===== config.mk =====
export PLATFORM = sky130hd
export DESIGN_NAME = cau_top
export DESIGN_NICKNAME = d
export VERILOG_FILES = /design/src/rtl/cau_pkg.sv /design/src/rtl/cau_decode.sv /design/src/rtl/cau_alarm_chan.sv /design/src/rtl/cau_irq_front.sv /design/src/rtl/cau_top.sv
export SDC_FILE = /design/constraint.sdc
export NUM_CORES = 1
export LEC_CHECK = 0
export BUFFER_PORTS_ARGS = -buffer_cell sky130_fd_sc_hd__clkbuf_2
export CAP_MARGIN = 20
export CORE_ASPECT_RATIO = 1.5
export CORE_UTILIZATION = 35
export DETAILED_ROUTE_END_ITERATION = 8
export SETUP_SLACK_MARGIN = 0.1
export SKIP_CTS_REPAIR_TIMING = 1
export SLEW_MARGIN = 20
export SYNTH_ARGS = -nofsm -noshare
export SYNTH_HDL_FRONTEND = slang
export SYNTH_HIERARCHICAL = 1
export SYNTH_SLANG_ARGS = --single-unit

===== constraint.sdc =====
create_clock -name clk -period 3.1 [get_ports clk]
set_input_delay 0 -clock clk [delete_from_list [all_inputs] [get_ports clk]]
set_output_delay 0 -clock clk [all_outputs]
set_load 0.02 [all_outputs]

===== src/rtl/cau_pkg.sv =====
package cau_pkg;
  localparam int OFF_TGT_BASE = 'h10;
  localparam int OFF_ARMED    = 'h20;
  localparam int OFF_RAW      = 'h3C;
  localparam int OFF_EN       = 'h40;
  localparam int OFF_FRC      = 'h44;
  localparam int OFF_STAT     = 'h48;
endpackage


===== src/rtl/cau_decode.sv =====
module cau_decode
  import cau_pkg::*;
#(
  parameter int N      = 4,
  parameter int ADDR_W = 8,
  parameter int DATA_W = 32
) (
  input  logic                       psel,
  input  logic                       penable,
  input  logic                       pwrite,
  input  logic [ADDR_W-1:0]          paddr,
  input  logic [DATA_W-1:0]          pwdata,
  input  logic [N-1:0][DATA_W-1:0]   tgt_i,
  input  logic [N-1:0]               armed_i,
  input  logic [N-1:0]               raw_i,
  input  logic [N-1:0]               en_i,
  input  logic [N-1:0]               frc_i,
  input  logic [N-1:0]               stat_i,
  output logic [N-1:0]               tgt_wr_o,
  output logic [N-1:0]               disarm_o,
  output logic [N-1:0]               raw_clr_o,
  output logic                       en_wr_o,
  output logic                       frc_wr_o,
  output logic [DATA_W-1:0]          prdata
);
  localparam logic [ADDR_W-1:0] A_ARMED = ADDR_W'(OFF_ARMED);
  localparam logic [ADDR_W-1:0] A_RAW   = ADDR_W'(OFF_RAW);
  localparam logic [ADDR_W-1:0] A_EN    = ADDR_W'(OFF_EN);
  localparam logic [ADDR_W-1:0] A_FRC   = ADDR_W'(OFF_FRC);
  localparam logic [ADDR_W-1:0] A_STAT  = ADDR_W'(OFF_STAT);

  logic wr;
  assign wr = psel && penable && pwrite;

  for (genvar i = 0; i < N; i++) begin : g_ch
    localparam logic [ADDR_W-1:0] A_TGT = ADDR_W'(OFF_TGT_BASE + 4 * i);
    assign tgt_wr_o[i]  = wr && (paddr == A_TGT);
    assign disarm_o[i]  = wr && (paddr == A_ARMED) && pwdata[i];
    assign raw_clr_o[i] = wr && (paddr == A_RAW) && pwdata[i];
  end

  assign en_wr_o  = wr && (paddr == A_EN);
  assign frc_wr_o = wr && (paddr == A_FRC);

  always_comb begin
    prdata = '0;
    if (psel && !pwrite) begin
      for (int i = 0; i < N; i++) begin
        if (paddr == ADDR_W'(OFF_TGT_BASE + 4 * i)) prdata = tgt_i[i];
      end
      if (paddr == A_ARMED) prdata = DATA_W'(armed_i);
      if (paddr == A_RAW)   prdata = DATA_W'(raw_i);
      if (paddr == A_EN)    prdata = DATA_W'(en_i);
      if (paddr == A_FRC)   prdata = DATA_W'(frc_i);
      if (paddr == A_STAT)  prdata = DATA_W'(stat_i);
    end
  end
endmodule


===== src/rtl/cau_alarm_chan.sv =====
module cau_alarm_chan #(
  parameter int DATA_W = 32
) (
  input  logic              clk,
  input  logic              rst_n,
  input  logic              tgt_wr_i,
  input  logic [DATA_W-1:0] wdata_i,
  input  logic              disarm_i,
  input  logic [DATA_W-1:0] time_lo_i,
  output logic [DATA_W-1:0] target_o,
  output logic              armed_o,
  output logic              fire_o
);
  logic [DATA_W-1:0] target_q;
  logic              armed_q;

  // A target write on the same edge takes precedence over the match.
  assign fire_o   = armed_q && (target_q == time_lo_i) && !tgt_wr_i;
  assign target_o = target_q;
  assign armed_o  = armed_q;

  always_ff @(posedge clk or negedge rst_n) begin
    if (!rst_n) begin
      target_q <= '0;
      armed_q  <= 1'b0;
    end else begin
      if (tgt_wr_i) target_q <= wdata_i;
      if (tgt_wr_i)                 armed_q <= 1'b1;
      else if (fire_o || disarm_i)  armed_q <= 1'b0;
    end
  end

  AST_WRITE_ARMS: assert property (@(posedge clk) disable iff (!rst_n)
    tgt_wr_i |=> (armed_q && (target_q == $past(wdata_i))));
  AST_TARGET_HELD: assert property (@(posedge clk) disable iff (!rst_n)
    !tgt_wr_i |=> $stable(target_q));
  AST_FIRE_DISARMS: assert property (@(posedge clk) disable iff (!rst_n)
    fire_o |=> !armed_q);
  AST_SW_DISARM: assert property (@(posedge clk) disable iff (!rst_n)
    (disarm_i && !tgt_wr_i) |=> !armed_q);
endmodule


===== src/rtl/cau_irq_front.sv =====
module cau_irq_front #(
  parameter int N      = 4,
  parameter int DATA_W = 32
) (
  input  logic              clk,
  input  logic              rst_n,
  input  logic [N-1:0]      fire_i,
  input  logic [N-1:0]      raw_clr_i,
  input  logic              en_wr_i,
  input  logic              frc_wr_i,
  input  logic [DATA_W-1:0] wdata_i,
  output logic [N-1:0]      raw_o,
  output logic [N-1:0]      en_o,
  output logic [N-1:0]      frc_o,
  output logic [N-1:0]      stat_o
);
  logic [N-1:0] raw_q, en_q, frc_q;

  always_ff @(posedge clk or negedge rst_n) begin
    if (!rst_n) begin
      raw_q <= '0;
      en_q  <= '0;
      frc_q <= '0;
    end else begin
      // A firing on the same edge as its clear leaves the bit set.
      raw_q <= (raw_q & ~raw_clr_i) | fire_i;
      if (en_wr_i)  en_q  <= wdata_i[N-1:0];
      if (frc_wr_i) frc_q <= wdata_i[N-1:0];
    end
  end

  assign raw_o  = raw_q;
  assign en_o   = en_q;
  assign frc_o  = frc_q;
  assign stat_o = (raw_q & en_q) | frc_q;

  for (genvar i = 0; i < N; i++) begin : g_chk
    AST_FIRE_SETS_RAW: assert property (@(posedge clk) disable iff (!rst_n)
      fire_i[i] |=> raw_q[i]);
    AST_CLEAR_WORKS: assert property (@(posedge clk) disable iff (!rst_n)
      (raw_clr_i[i] && !fire_i[i]) |=> !raw_q[i]);
    AST_RAW_NEEDS_FIRE: assert property (@(posedge clk) disable iff (!rst_n)
      $rose(raw_q[i]) |-> $past(fire_i[i]));
  end
endmodule


===== src/rtl/cau_top.sv =====
module cau_top #(
  parameter int N      = 4,
  parameter int ADDR_W = 8,
  parameter int DATA_W = 32
) (
  input  logic              clk,
  input  logic              rst_n,
  input  logic [DATA_W-1:0] time_lo_i,
  input  logic              psel,
  input  logic              penable,
  input  logic              pwrite,
  input  logic [ADDR_W-1:0] paddr,
  input  logic [DATA_W-1:0] pwdata,
  output logic [DATA_W-1:0] prdata,
  output logic              pready,
  output logic [N-1:0]      irq_o
);
  logic [N-1:0][DATA_W-1:0] tgt;
  logic [N-1:0] armed, fire, tgt_wr, disarm, raw_clr;
  logic [N-1:0] raw, en, frc, stat;
  logic         en_wr, frc_wr;

  cau_decode #(.N(N), .ADDR_W(ADDR_W), .DATA_W(DATA_W)) u_dec (
    .psel(psel), .penable(penable), .pwrite(pwrite), .paddr(paddr),
    .pwdata(pwdata), .tgt_i(tgt), .armed_i(armed), .raw_i(raw),
    .en_i(en), .frc_i(frc), .stat_i(stat), .tgt_wr_o(tgt_wr),
    .disarm_o(disarm), .raw_clr_o(raw_clr), .en_wr_o(en_wr),
    .frc_wr_o(frc_wr), .prdata(prdata)
  );

  for (genvar i = 0; i < N; i++) begin : g_alarm
    cau_alarm_chan #(.DATA_W(DATA_W)) u_ch (
      .clk(clk), .rst_n(rst_n), .tgt_wr_i(tgt_wr[i]), .wdata_i(pwdata),
      .disarm_i(disarm[i]), .time_lo_i(time_lo_i), .target_o(tgt[i]),
      .armed_o(armed[i]), .fire_o(fire[i])
    );
  end

  cau_irq_front #(.N(N), .DATA_W(DATA_W)) u_irq (
    .clk(clk), .rst_n(rst_n), .fire_i(fire), .raw_clr_i(raw_clr),
    .en_wr_i(en_wr), .frc_wr_i(frc_wr), .wdata_i(pwdata),
    .raw_o(raw), .en_o(en), .frc_o(frc), .stat_o(stat)
  );

  assign pready = 1'b1;
  assign irq_o  = stat;

  AST_FORCE_RAISES_IRQ: assert property (@(posedge clk) disable iff (!rst_n)
    $past(frc_wr && pwdata[0]) |-> irq_o[0]);
endmodule


# Yosys cells after proc, flatten, opt, wreduce, memory -nomap -nowiden

Cells that the tools add are included.

Mux-type cells: 18
Equal/unequal tests: 13
Reductions and logical operators: 40
Bitwise operators: 5

Operators by type and width:

| operator             | count |
|---|---|
| $mux W32             | 10 |
| $eq A32 B32 Y1       | 4 |
| $eq A8 B5 Y1 const B | 4 |
| $logic_and A1 B1 Y1  | 27 |
| $eq A8 B7 Y1 const B | 3 |
| $eq A8 B6 Y1 const B | 2 |
| $and A4 B4 Y4        | 2 |
| $mux W1              | 8 |
| $or A4 B4 Y4         | 2 |
| $reduce_bool A2 Y1   | 4 |
| $logic_not A1 Y1     | 5 |
| $logic_or A1 B1 Y1   | 4 |
| $not A4 Y4           | 1 |

Register bits: 144
Logic and storage cells: 87
Input port bits: 77
Output and inout port bits: 37

# Depth between registers and ports, before layout

Gate-level depths: netlist (run 1).

Depth in word-level cells: 11
Mapped depth: 9

# Cells and area by module

Netlist (run 1), hierarchy kept.

Modules (own cells, without submodules):

| module         | area an instance (µm²) | seq. area each (µm²) | instances | cells each |
|---|---|---|---|---|
| cau_alarm_chan | 1572.8                 | 825.8                | 4         | 115 |
| cau_decode     | 1541.5                 | 0.0                  | 1         | 208 |
| cau_irq_front  | 465.4                  | 300.3                | 1         | 32 |
| cau_top        | 11.3                   | 0.0                  | 1         | 2 |

# Worst setup path before layout (run 1)

OpenSTA, ideal clock, no wires.

Kind: in2reg
Start: in paddr[5]
End: reg g_alarm[0].u_ch.target_q[0]
Data required time: 2975 ps
Data arrival time: 1641 ps
Slack: 1334 ps
Buffers on the path: 2
Cell stages on the path: 7
Path through: nor4_2 and2_4 nand2_1 nor3_1 buf_2 buf_2 mux2_2

Cells in the longest elaborated chain, start to end: 2

Ends and longest elaborated chain:

| what                   | RTL line             | source |
|---|---|---|
| start: declaration     | cau_top.sv:12        | `input logic [ADDR_W-1:0] paddr,` |
| $eq A8 B5 Y1           | cau_decode.sv:37     | `assign tgt_wr_o[i] = wr && (paddr == A_TGT);` |
| $logic_and A1 B1 Y1    | cau_decode.sv:37     |  |
| via tgt_wr[0]          | cau_top.sv:19        | `logic [N-1:0] armed, fire, tgt_wr, disarm, raw_clr;` |
| end signal: assignment | cau_alarm_chan.sv:27 | `if (tgt_wr_i) target_q <= wdata_i;` |
| end: declaration       | cau_alarm_chan.sv:14 | `logic [DATA_W-1:0] target_q;` |

The timed path passes the listed nets, and every way through them passes these cells.
A chain may end at the register's enable or synchronous reset.

# Final worst setup path (run 1)

Start: reg g_alarm[3].u_ch.target_q[3]
End: out prdata[3]

Cells in the longest elaborated chain, start to end: 7

Ends and longest elaborated chain:

| what                     | RTL line             | source |
|---|---|---|
| start: declaration       | cau_alarm_chan.sv:14 |  |
| start signal: assignment | cau_alarm_chan.sv:27 |  |
| $mux W32                 | cau_decode.sv:49     | `if (paddr == ADDR_W'(OFF_TGT_BASE + 4 * i)) prdata = tgt_i[i];` |
| $mux W32                 | cau_decode.sv:51     | `if (paddr == A_ARMED) prdata = DATA_W'(armed_i);` |
| $mux W32                 | cau_decode.sv:52     | `if (paddr == A_RAW) prdata = DATA_W'(raw_i);` |
| $mux W32                 | cau_decode.sv:53     | `if (paddr == A_EN) prdata = DATA_W'(en_i);` |
| $mux W32                 | cau_decode.sv:54     | `if (paddr == A_FRC) prdata = DATA_W'(frc_i);` |
| $mux W32                 | cau_decode.sv:55     | `if (paddr == A_STAT) prdata = DATA_W'(stat_i);` |
| $mux W32                 | cau_decode.sv:47     | `if (psel && !pwrite) begin` |
| end: declaration         | cau_top.sv:14        | `output logic [DATA_W-1:0] prdata,` |

No other way between the ends.

==> impl_metrics.tcl, run 1 <==
set metrics [dict create \
    grt_pass1_vias 6284 \
    grt_pass1_wl_mm 35.9 \
    die_area_um2 24400 \
    clock_latency_ns 0.43 \
    synth_ff_type "dfrtp_1" \
    gp_congestion 0.836 \
    first_iter_violations 290 \
    ant_nets 0 \
    antenna_found_initial 2 \
    seq_area_frac_synth 0.434 \
    synthTopCellsByArea "dfrtp_1 43%, mux2_2 21%, xnor2_1 13%, nand4_1 2.5%, nor3_2 2.4%" \
    slew_viol_final 0 \
    final.min_clock_period_ns 2.20 \
    htreeDepth 4 \
    clock_sinks 144 \
    setup_viol 0 \
    cts_root_buffer "clkbuf_16" \
    relSlewSlack 0.369 \
    cts.clk_slew.worst_paths_ns 0.07 \
    status "complete, no violations" \
    powerDensity_nw_per_um2 437 \
    grt_usage 0.197 \
    syn-instance-count 702 \
    synthArstFlopShare 1.00 \
    cts_tree "yes" \
    drt-total-wl_mm 23.2 \
    yosysUniqueCellTypes 49 \
    vias_per_cell 5.17 \
    initial_core_util 0.359 \
    min_path_type "in2reg" \
    cts.path.max_buffers 2 \
    cp-start-kind "flip-flop" \
    overflow 0 \
    seqCellArea_um2 3600 \
    drive_gt1_frac 0.410 \
    leakage_nw 4.58 \
    post-dp-hpwl_mm 16.7 \
    hold_viol 0 \
    fp.dieH_um 191 \
    yosys.area.top_type "dfrtp_1" \
    yosys_warnings 6 \
    ys_seq_elements 144 \
    port_buffers 112 \
    core_um2 23100 \
    grt_max_degree 71 \
    critical_path_required_ns 3.10 \
    multiInputGateArea_um2 4510 \
    pin_count 114 \
    final_cell_count_no_fill 1176 \
    vias 6083 \
    fmax_mhz 454 \
    rows 68 \
    synth_edf_count 0 \
    synth_top_area_frac 0.434 \
    syn2layout_area_growth_pct 22.7 \
    critPathArrivalTime_ns 2.20 \
    rsz0062_at_grt "false" \
    postSynthAreaPerCell_um2 11.8 \
    synth_area_um2 8310 \
    cts_buffers 17 \
    drt-wirelength-per-cell_um 19.7 \
    placed_cells 1109 \
    ir_drop_v 0.000417 \
    tightest_slew_ns 0.933 \
    cp-end-kind "output port" \
    path_max_fanout 3 \
    synthesis.nets 779 \
    fill_cells 2256 \
    critPathKind "reg2out" \
    drtPass1Iterations 4 \
    fin_tns_setup_ns 0 \
    skew_ns 0.0155 \
    period_share 0.710 \
    fin_nets 923 \
    drcViolationCount 0 \
    drv_cap 0 \
    dieWidth_um 128 \
]
layer usage:
layer | global-route usage | share of wire | vias up
met1 | 0.231 | 0.42 | 3097
met5 | 0 | 0 | -
met4 | 0.0986 | 0.038 | 0
li1 | - | - | 2818
met2 | 0.345 | 0.51 | 128
met3 | 0.0337 | 0.033 | 40
cells in the mapped netlist (2+ instances only):
cell	n
mux2_1	8
buf_6	3
nor3b_1	4
nor3_1	9
xnor2_1	128
mux4_2	5
nor2b_1	5
a31o_1	4
inv_1	9
dfrtp_1	144
clkbuf_1	5
and3_1	9
nand2_1	13
buf_4	3
mux2_2	156
buf_2	23
nor2_1	36
a21o_1	8
nor3_2	20
a21oi_1	4
o22a_1	3
o22ai_1	29
nor4_1	10
o21ai_0	2
a32oi_1	2
nand2b_1	3
nand3_1	3
nand4_1	33
path summary, 6_finish.rpt:
check | from | to | slack [ns] | cells after the start
min in group asynchronous | rst_n | g_alarm[3].u_ch/target_o[15]$_DFFE_PN0P_ | 0.13 | 2
worst max register to register | g_alarm[1].u_ch/target_o[27]$_DFFE_PN0P_ | u_irq/raw_o[1]$_DFF_PN0_ | 1.18 | 6
worst min-delay path | penable | u_irq/en_o[1]$_DFFE_PN0P_ | 0.09 | 4
worst max-delay path | g_alarm[3].u_ch/target_o[3]$_DFFE_PN0P_ | prdata[3] | 0.90 | 5
max in group asynchronous | rst_n | g_alarm[1].u_ch/target_o[7]$_DFFE_PN0P_ | 2.14 | 3
worst min register to register | u_irq/raw_o[1]$_DFF_PN0_ | u_irq/raw_o[1]$_DFF_PN0_ | 0.51 | 1
flip-flops by register name, indices dropped and copies added, names as in the netlist:
| register | count |
|---|---|
| g_alarm.u_ch/target_o | 128 |
| u_irq/raw_o | 4 |
| u_irq/frc_o | 4 |
| u_irq/en_o | 4 |
| g_alarm.u_ch/armed_o | 4 |
cell type report:
cell class / count / area share
timing repair buffer: 160 / 0.103
multi-input combinational: 514 / 0.442
clock buffer: 19 / 0.0444
clock inverter: 13 / 0.0150
tap: 315 / 0.0387
antenna: 2 / 0.000491
sequential: 144 / 0.353
inverter: 9 / 0.00331
report_power, final:
part / total [mW] / switching, mW / leakage (nW) / internal, mW
clock: 2.09 / 0.847 / 0.281 / 1.24
sequential: 1.93 / 0.0261 / 2.01 / 1.91
combinational: 0.437 / 0.241 / 2.29 / 0.196
total: 4.46 / 1.11 / 4.58 / 3.34
metrics by stage:
stage                     cell area, um2  utilization  hold WS [ns]  total power, mW  setup WS (ns)
after floorplan                     8310            -        -0.296             2.17           1.33
after global placement              9250        0.400        0.0514             2.37          0.637
after detailed placement            9250        0.400        0.0536             2.37          0.604
after CTS                           9860        0.426        -0.402             4.48          0.916
after global routing               10200        0.441         0.104             4.61          0.847
final                              10200        0.441        0.0898             4.46          0.898
worst max-delay path, cell delays in order (launching register included):
cell      delay (ns)
dfrtp_1         0.41
mux4_2          0.47
and3_1          0.20
a2111o_1        0.31
a32o_2          0.23
clkbuf_2        0.15
layout by cell type (no fill, tap or decap), types with 4 or more instances in the layout:
cell type	n
dlygate4sd3_1	33
clkbuf_2	111
a21o_1	8
nand2_1	13
a31o_1	4
nor4_1	10
clkbuf_16	17
nor2_1	33
mux2_1	8
nand4_1	33
and3_1	9
a21oi_1	4
mux2_2	156
nor2b_1	5
o22ai_1	29
xnor2_1	128
nor3b_1	4
buf_4	12
nor3_2	21
dfrtp_1	144
inv_1	9
nor3_1	8
clkinvlp_4	5
mux4_2	5
logic make-up after synthesis:
group	count (synthesis)	share of synthesized area
other cells	1	0.000451
buf+inv	44	0.0274
simple gates	158	0.119
compound gates	58	0.0486
flops	144	0.434
mux	169	0.236
xor+xnor	128	0.135
No activity file was read; power rests on OpenSTA's default activity.
==> run 2: changes to the inputs <==
Clock period 3.1 ns to 2.16 ns, I/O delays scaled along.
==> run 2 against run 1 <==
Effect of this change: combinational power rose by 48%; setup slack got worse by 0.89 ns; utilization rose by 0.88 points; first-iteration DRC count rose by 36%; flip-flop and latch count did not move; critical path type unchanged; critical endpoint unchanged; largest cell class unchanged.
==> impl_metrics.tcl, run 2 (same netlist as run 1, synthesis figures left out) <==
set metrics [dict create \
    design_area_um2 10400 \
    overflow 0 \
    final_cell_mix "156 x mux2_2, 144 x dfrtp_1, 128 x xnor2_1, 109 x clkbuf_2" \
    port_buffers 112 \
    vias_per_cell 5.15 \
    drt-total-wl_mm 23.2 \
    crit_chain "mux4_2 > and3_4 > a2111o_1 > a32o_2 > buf_6" \
    cp-end-kind "output port" \
    wl_met1_mm 9.48 \
    critPathArrivalTime_ns 2.16 \
    ant_nets 0 \
    seqCellArea_um2 3600 \
    clock_latency_ns 0.43 \
    cts_buffers 17 \
    fin_tns_setup_ns 0 \
    status "complete, no violations" \
    rows 68 \
    min_path_type "in2async" \
    largest_reg_flops 128 \
    cts_tree "yes" \
    drive_gt1_frac 0.426 \
    syn2layout_area_growth_pct 25.1 \
    route.met2.wl_mm 12.5 \
    fmax_mhz 464 \
    period_share 0.998 \
    powerDensity_nw_per_um2 609 \
    cts.path.max_buffers 2 \
    path_buf_inv 1 \
    fin_nets 941 \
    tightest_slew_ns 0.751 \
    initial_core_util 0.359 \
    gp_congestion 0.813 \
    cts_root_buffer "clkbuf_16" \
    highest_layer "met4" \
    vias 6155 \
    multiInputGateArea_um2 4540 \
    pin_count 114 \
    drcViolationCount 0 \
    placed_cells 1122 \
    path_max_fanout 2 \
    die_area_um2 24400 \
    core_um2 23100 \
    cp_slowest_cell "mux4_2" \
    grt_pass1_wl_mm 36.2 \
    wl_met3_um 772 \
    first_iter_violations 393 \
    drt-wirelength-per-cell_um 19.5 \
    critPathKind "reg2out" \
    antenna_found_initial 3 \
    cts.clk_slew.worst_paths_ns 0.06 \
    post-dp-hpwl_mm 16.8 \
    hold_viol 0 \
    critical_path_required_ns 2.16 \
    htreeDepth 4 \
    dieWidth_um 128 \
    drv_cap 0 \
    leakage_nw 4.69 \
    layout_commonest_cell "mux2_2" \
    p_total_mw 6.33 \
    fp.dieH_um 191 \
    grt_max_degree 61 \
    cp-start-kind "flip-flop" \
    dpl_cell_area_um2 9400 \
    clock_sinks 144 \
    setup_viol 0 \
    critPathTopFamily "compound AO/OA/AOI/OAI gates" \
    final_cell_count_no_fill 1194 \
    final.min_clock_period_ns 2.16 \
    slew_viol_final 0 \
    grt_pass1_vias 6279 \
    relSlewSlack 0.492 \
    skew_ns 0.00985 \
    max_stage_delay_ns 0.48 \
    drtPass1Iterations 4 \
    ir_drop_v 0.000592 \
    fill_cells 2237 \
    grt_usage 0.198 \
    rsz0062_at_grt "true" \
]
[run 2: final timing paths]
check                                                        start                                        to  slack [ns]  cells past startpoint
max                        g_alarm[3].u_ch/target_o[3]$_DFFE_PN0P_                                 prdata[3]       0.003                      5
min                                                          rst_n  g_alarm[2].u_ch/target_o[27]$_DFFE_PN0P_        0.13                      2
max reg2reg                g_alarm[3].u_ch/target_o[2]$_DFFE_PN0P_                  u_irq/raw_o[3]$_DFF_PN0_        0.22                      7
min reg2reg                              u_irq/en_o[2]$_DFFE_PN0P_                 u_irq/en_o[2]$_DFFE_PN0P_        0.53                      1
max in group asynchronous                                    rst_n  g_alarm[1].u_ch/target_o[21]$_DFFE_PN0P_        1.25                      3
min in group clk                                          paddr[6]                  u_irq/raw_o[1]$_DFF_PN0_        0.18                      5
[run 2: final cells by class]
| class | count | share of cell area |
|---|---|---|
| flip-flops and latches | 144 | 0.347 |
| well taps | 315 | 0.0379 |
| clock inverters | 13 | 0.0134 |
| diodes | 3 | 0.000722 |
| inverters | 9 | 0.00325 |
| clock buffers | 18 | 0.0422 |
| repair buffers | 178 | 0.119 |
| multi-input cells | 514 | 0.437 |
[run 2: report_power, final]
| group | switching [mW] | internal [mW] | leakage (nW) |
|---|---|---|---|
| registers | 0.0370 | 2.74 | 2.01 |
| clock network | 1.18 | 1.72 | 0.271 |
| logic | 0.350 | 0.295 | 2.41 |
[run 2: routing by layer]
metal,track usage,up-vias
met3,0.0314,27
met1,0.236,3124
met4,0.0833,0
met2,0.351,134
li1,-,2870
met5,0,-
[run 2: metrics by stage]
step           utilization  worst slack [ns]  hold WS [ns]
5_1_grt              0.449           -0.0417         0.171
6_report             0.449           0.00327         0.128
2_1_floorplan            -             0.394        -0.296
4_1_cts              0.431           -0.0496        -0.433
3_5_place_dp         0.406           -0.0935        0.0226
3_3_place_gp         0.406            -0.103        0.0261
==> run 3: changes to the inputs <==
Settings changed: RECOVER_POWER from default to 50, SLEW_MARGIN 20 to default, TNS_END_PERCENT from default to 20.
==> run 3 against run 2 <==
Effect of this change: the flow now finishes with violations (max-capacitance violations, max-slew violations); worst hold slack gained 0.055 ns; via count is 0.49% lower; routed wire length fell by 0.12%; critical path depth unchanged; critical path type unchanged; highest routed layer unchanged; power is 0.19% lower; sequential share of layout area rose by 0.24 points; fmax rose by 0.24%; cell count is 0.17% lower.
==> impl_metrics.tcl, run 3 (same netlist as run 1, synthesis figures left out) <==
set metrics [dict create \
    initial_core_util 0.359 \
    htreeDepth 4 \
    final_cell_count_no_fill 1192 \
    hold_viol 0 \
    cp_slowest_cell "mux4_2" \
    fp.dieH_um 191 \
    final.min_clock_period_ns 2.15 \
    grt_usage 0.198 \
    drive_gt1_frac 0.419 \
    rows 68 \
    antenna_found_initial 3 \
    fmax_mhz 465 \
    drt-total-wl_mm 23.2 \
    whs_ns 0.183 \
    port_buffers 112 \
    cts_root_buffer "clkbuf_16" \
    max_stage_delay_ns 0.48 \
    critPathKind "reg2out" \
    wl_met1_mm 9.43 \
    grt_pass1_wl_mm 36.2 \
    clock_latency_ns 0.43 \
    p_total_mw 6.32 \
    die_area_um2 24400 \
    slew_viol_final 61 \
    route.met2.wl_mm 12.5 \
    rsz0062_at_grt "true" \
    drtPass1Iterations 4 \
    placed_cells 1122 \
    crit_chain "mux4_2 > and3_4 > a2111o_1 > a32o_2 > buf_6" \
    design_area_um2 10300 \
    pin_count 114 \
    vias_per_cell 5.14 \
    fin_nets 939 \
    critical_path_required_ns 2.16 \
    setup_viol 0 \
    core_um2 23100 \
    fill_cells 2246 \
    critPathTopFamily "compound AO/OA/AOI/OAI gates" \
    ant_nets 0 \
    grt_max_degree 61 \
    wl_met3_um 848 \
    leakage_nw 4.64 \
    skew_ns 0.00814 \
    cp-start-kind "flip-flop" \
    cts.path.max_buffers 2 \
    drcViolationCount 0 \
    syn2layout_area_growth_pct 24.3 \
    cts_tree "yes" \
    largest_reg_flops 128 \
    violations "max-capacitance violations, max-slew violations" \
    cp-end-kind "output port" \
    cts_buffers 17 \
    final_cell_mix "156 x mux2_2, 144 x dfrtp_1, 128 x xnor2_1, 107 x clkbuf_2, 34 x nor2_1" \
    post-dp-hpwl_mm 16.8 \
    path_buf_inv 1 \
    first_iter_violations 358 \
    grt_pass1_vias 6279 \
    critPathArrivalTime_ns 2.15 \
    status "finished with violations" \
    highest_layer "met4" \
    tightest_slew_ns 1.51 \
    dieWidth_um 128 \
    gp_congestion 0.813 \
    cts.clk_slew.worst_paths_ns 0.06 \
    period_share 0.996 \
    ir_drop_v 0.000585 \
    vias 6125 \
    path_max_fanout 2 \
    clock_sinks 144 \
    dpl_cell_area_um2 9400 \
    overflow 0 \
    layout_commonest_cell "mux2_2" \
    min_path_type "in2reg" \
    drt-wirelength-per-cell_um 19.5 \
    fin_tns_setup_ns 0 \
    drv_cap 1 \
    relSlewSlack -0.00624 \
    powerDensity_nw_per_um2 612 \
]
==> run 3: changes by cell type in the layout (fill, tap and decap cells not counted), sizes merged <==
cell    before  now
buf         36   29
clkbuf     127  132
==> run 3: report_power, final <==
part / internal [mW] / switching, mW / total, mW
registers: 2.74 / 0.0370 / 2.77
clock network: 1.72 / 1.18 / 2.90
logic: 0.287 / 0.349 / 0.636
total: 4.75 / 1.57 / 6.32
==> run 3: worst register-to-register path: stages (launching register included) <==
cell and delay, ns:
dfrtp_1 0.40, xnor2_1 0.18, nand4_1 0.18, nor4_1 0.52
buf_4 0.19, nand2_1 0.09, nor3b_1 0.22, a21o_1 0.11
==> run 3: cell type report <==
type	instances	area, um2	share of cell area
multi-input combinational	514	4530	0.439
sequential	144	3600	0.349
timing repair buffer	176	1170	0.114
clock buffer	18	439	0.0425
tap	315	394	0.0382
clock inverter	13	139	0.0135
inverter	9	33.8	0.00327
antenna	3	7.51	0.000727
==> run 3: routing by layer <==
layer,global-route usage,vias up
li1,-,2862
met1,0.236,3088
met2,0.351,149
met3,0.0314,26
met4,0.0833,0
met5,0,-
==> run 3: metrics by stage <==
stage,utilization,worst slack (ns)
6_report,0.446,0.00846
3_5_place_dp,0.406,-0.0935
4_1_cts,0.431,-0.0496
3_3_place_gp,0.406,-0.103
5_1_grt,0.446,-0.0417
2_1_floorplan,-,0.394
==> run 3: worst paths after layout <==
kind	slack (ns)	cells past startpoint	startpoint	end
min	0.18	5	paddr[6]	u_irq/raw_o[1]$_DFF_PN0_
max in group asynchronous	0.36	3	rst_n	g_alarm[1].u_ch/target_o[3]$_DFFE_PN0P_
max	0.008	5	g_alarm[3].u_ch/target_o[3]$_DFFE_PN0P_	prdata[3]
min reg2reg	0.53	1	u_irq/en_o[2]$_DFFE_PN0P_	u_irq/en_o[2]$_DFFE_PN0P_
max reg2reg	0.22	7	g_alarm[3].u_ch/target_o[2]$_DFFE_PN0P_	u_irq/raw_o[3]$_DFF_PN0_
min in group asynchronous	0.49	2	rst_n	g_alarm[2].u_ch/target_o[27]$_DFFE_PN0P_
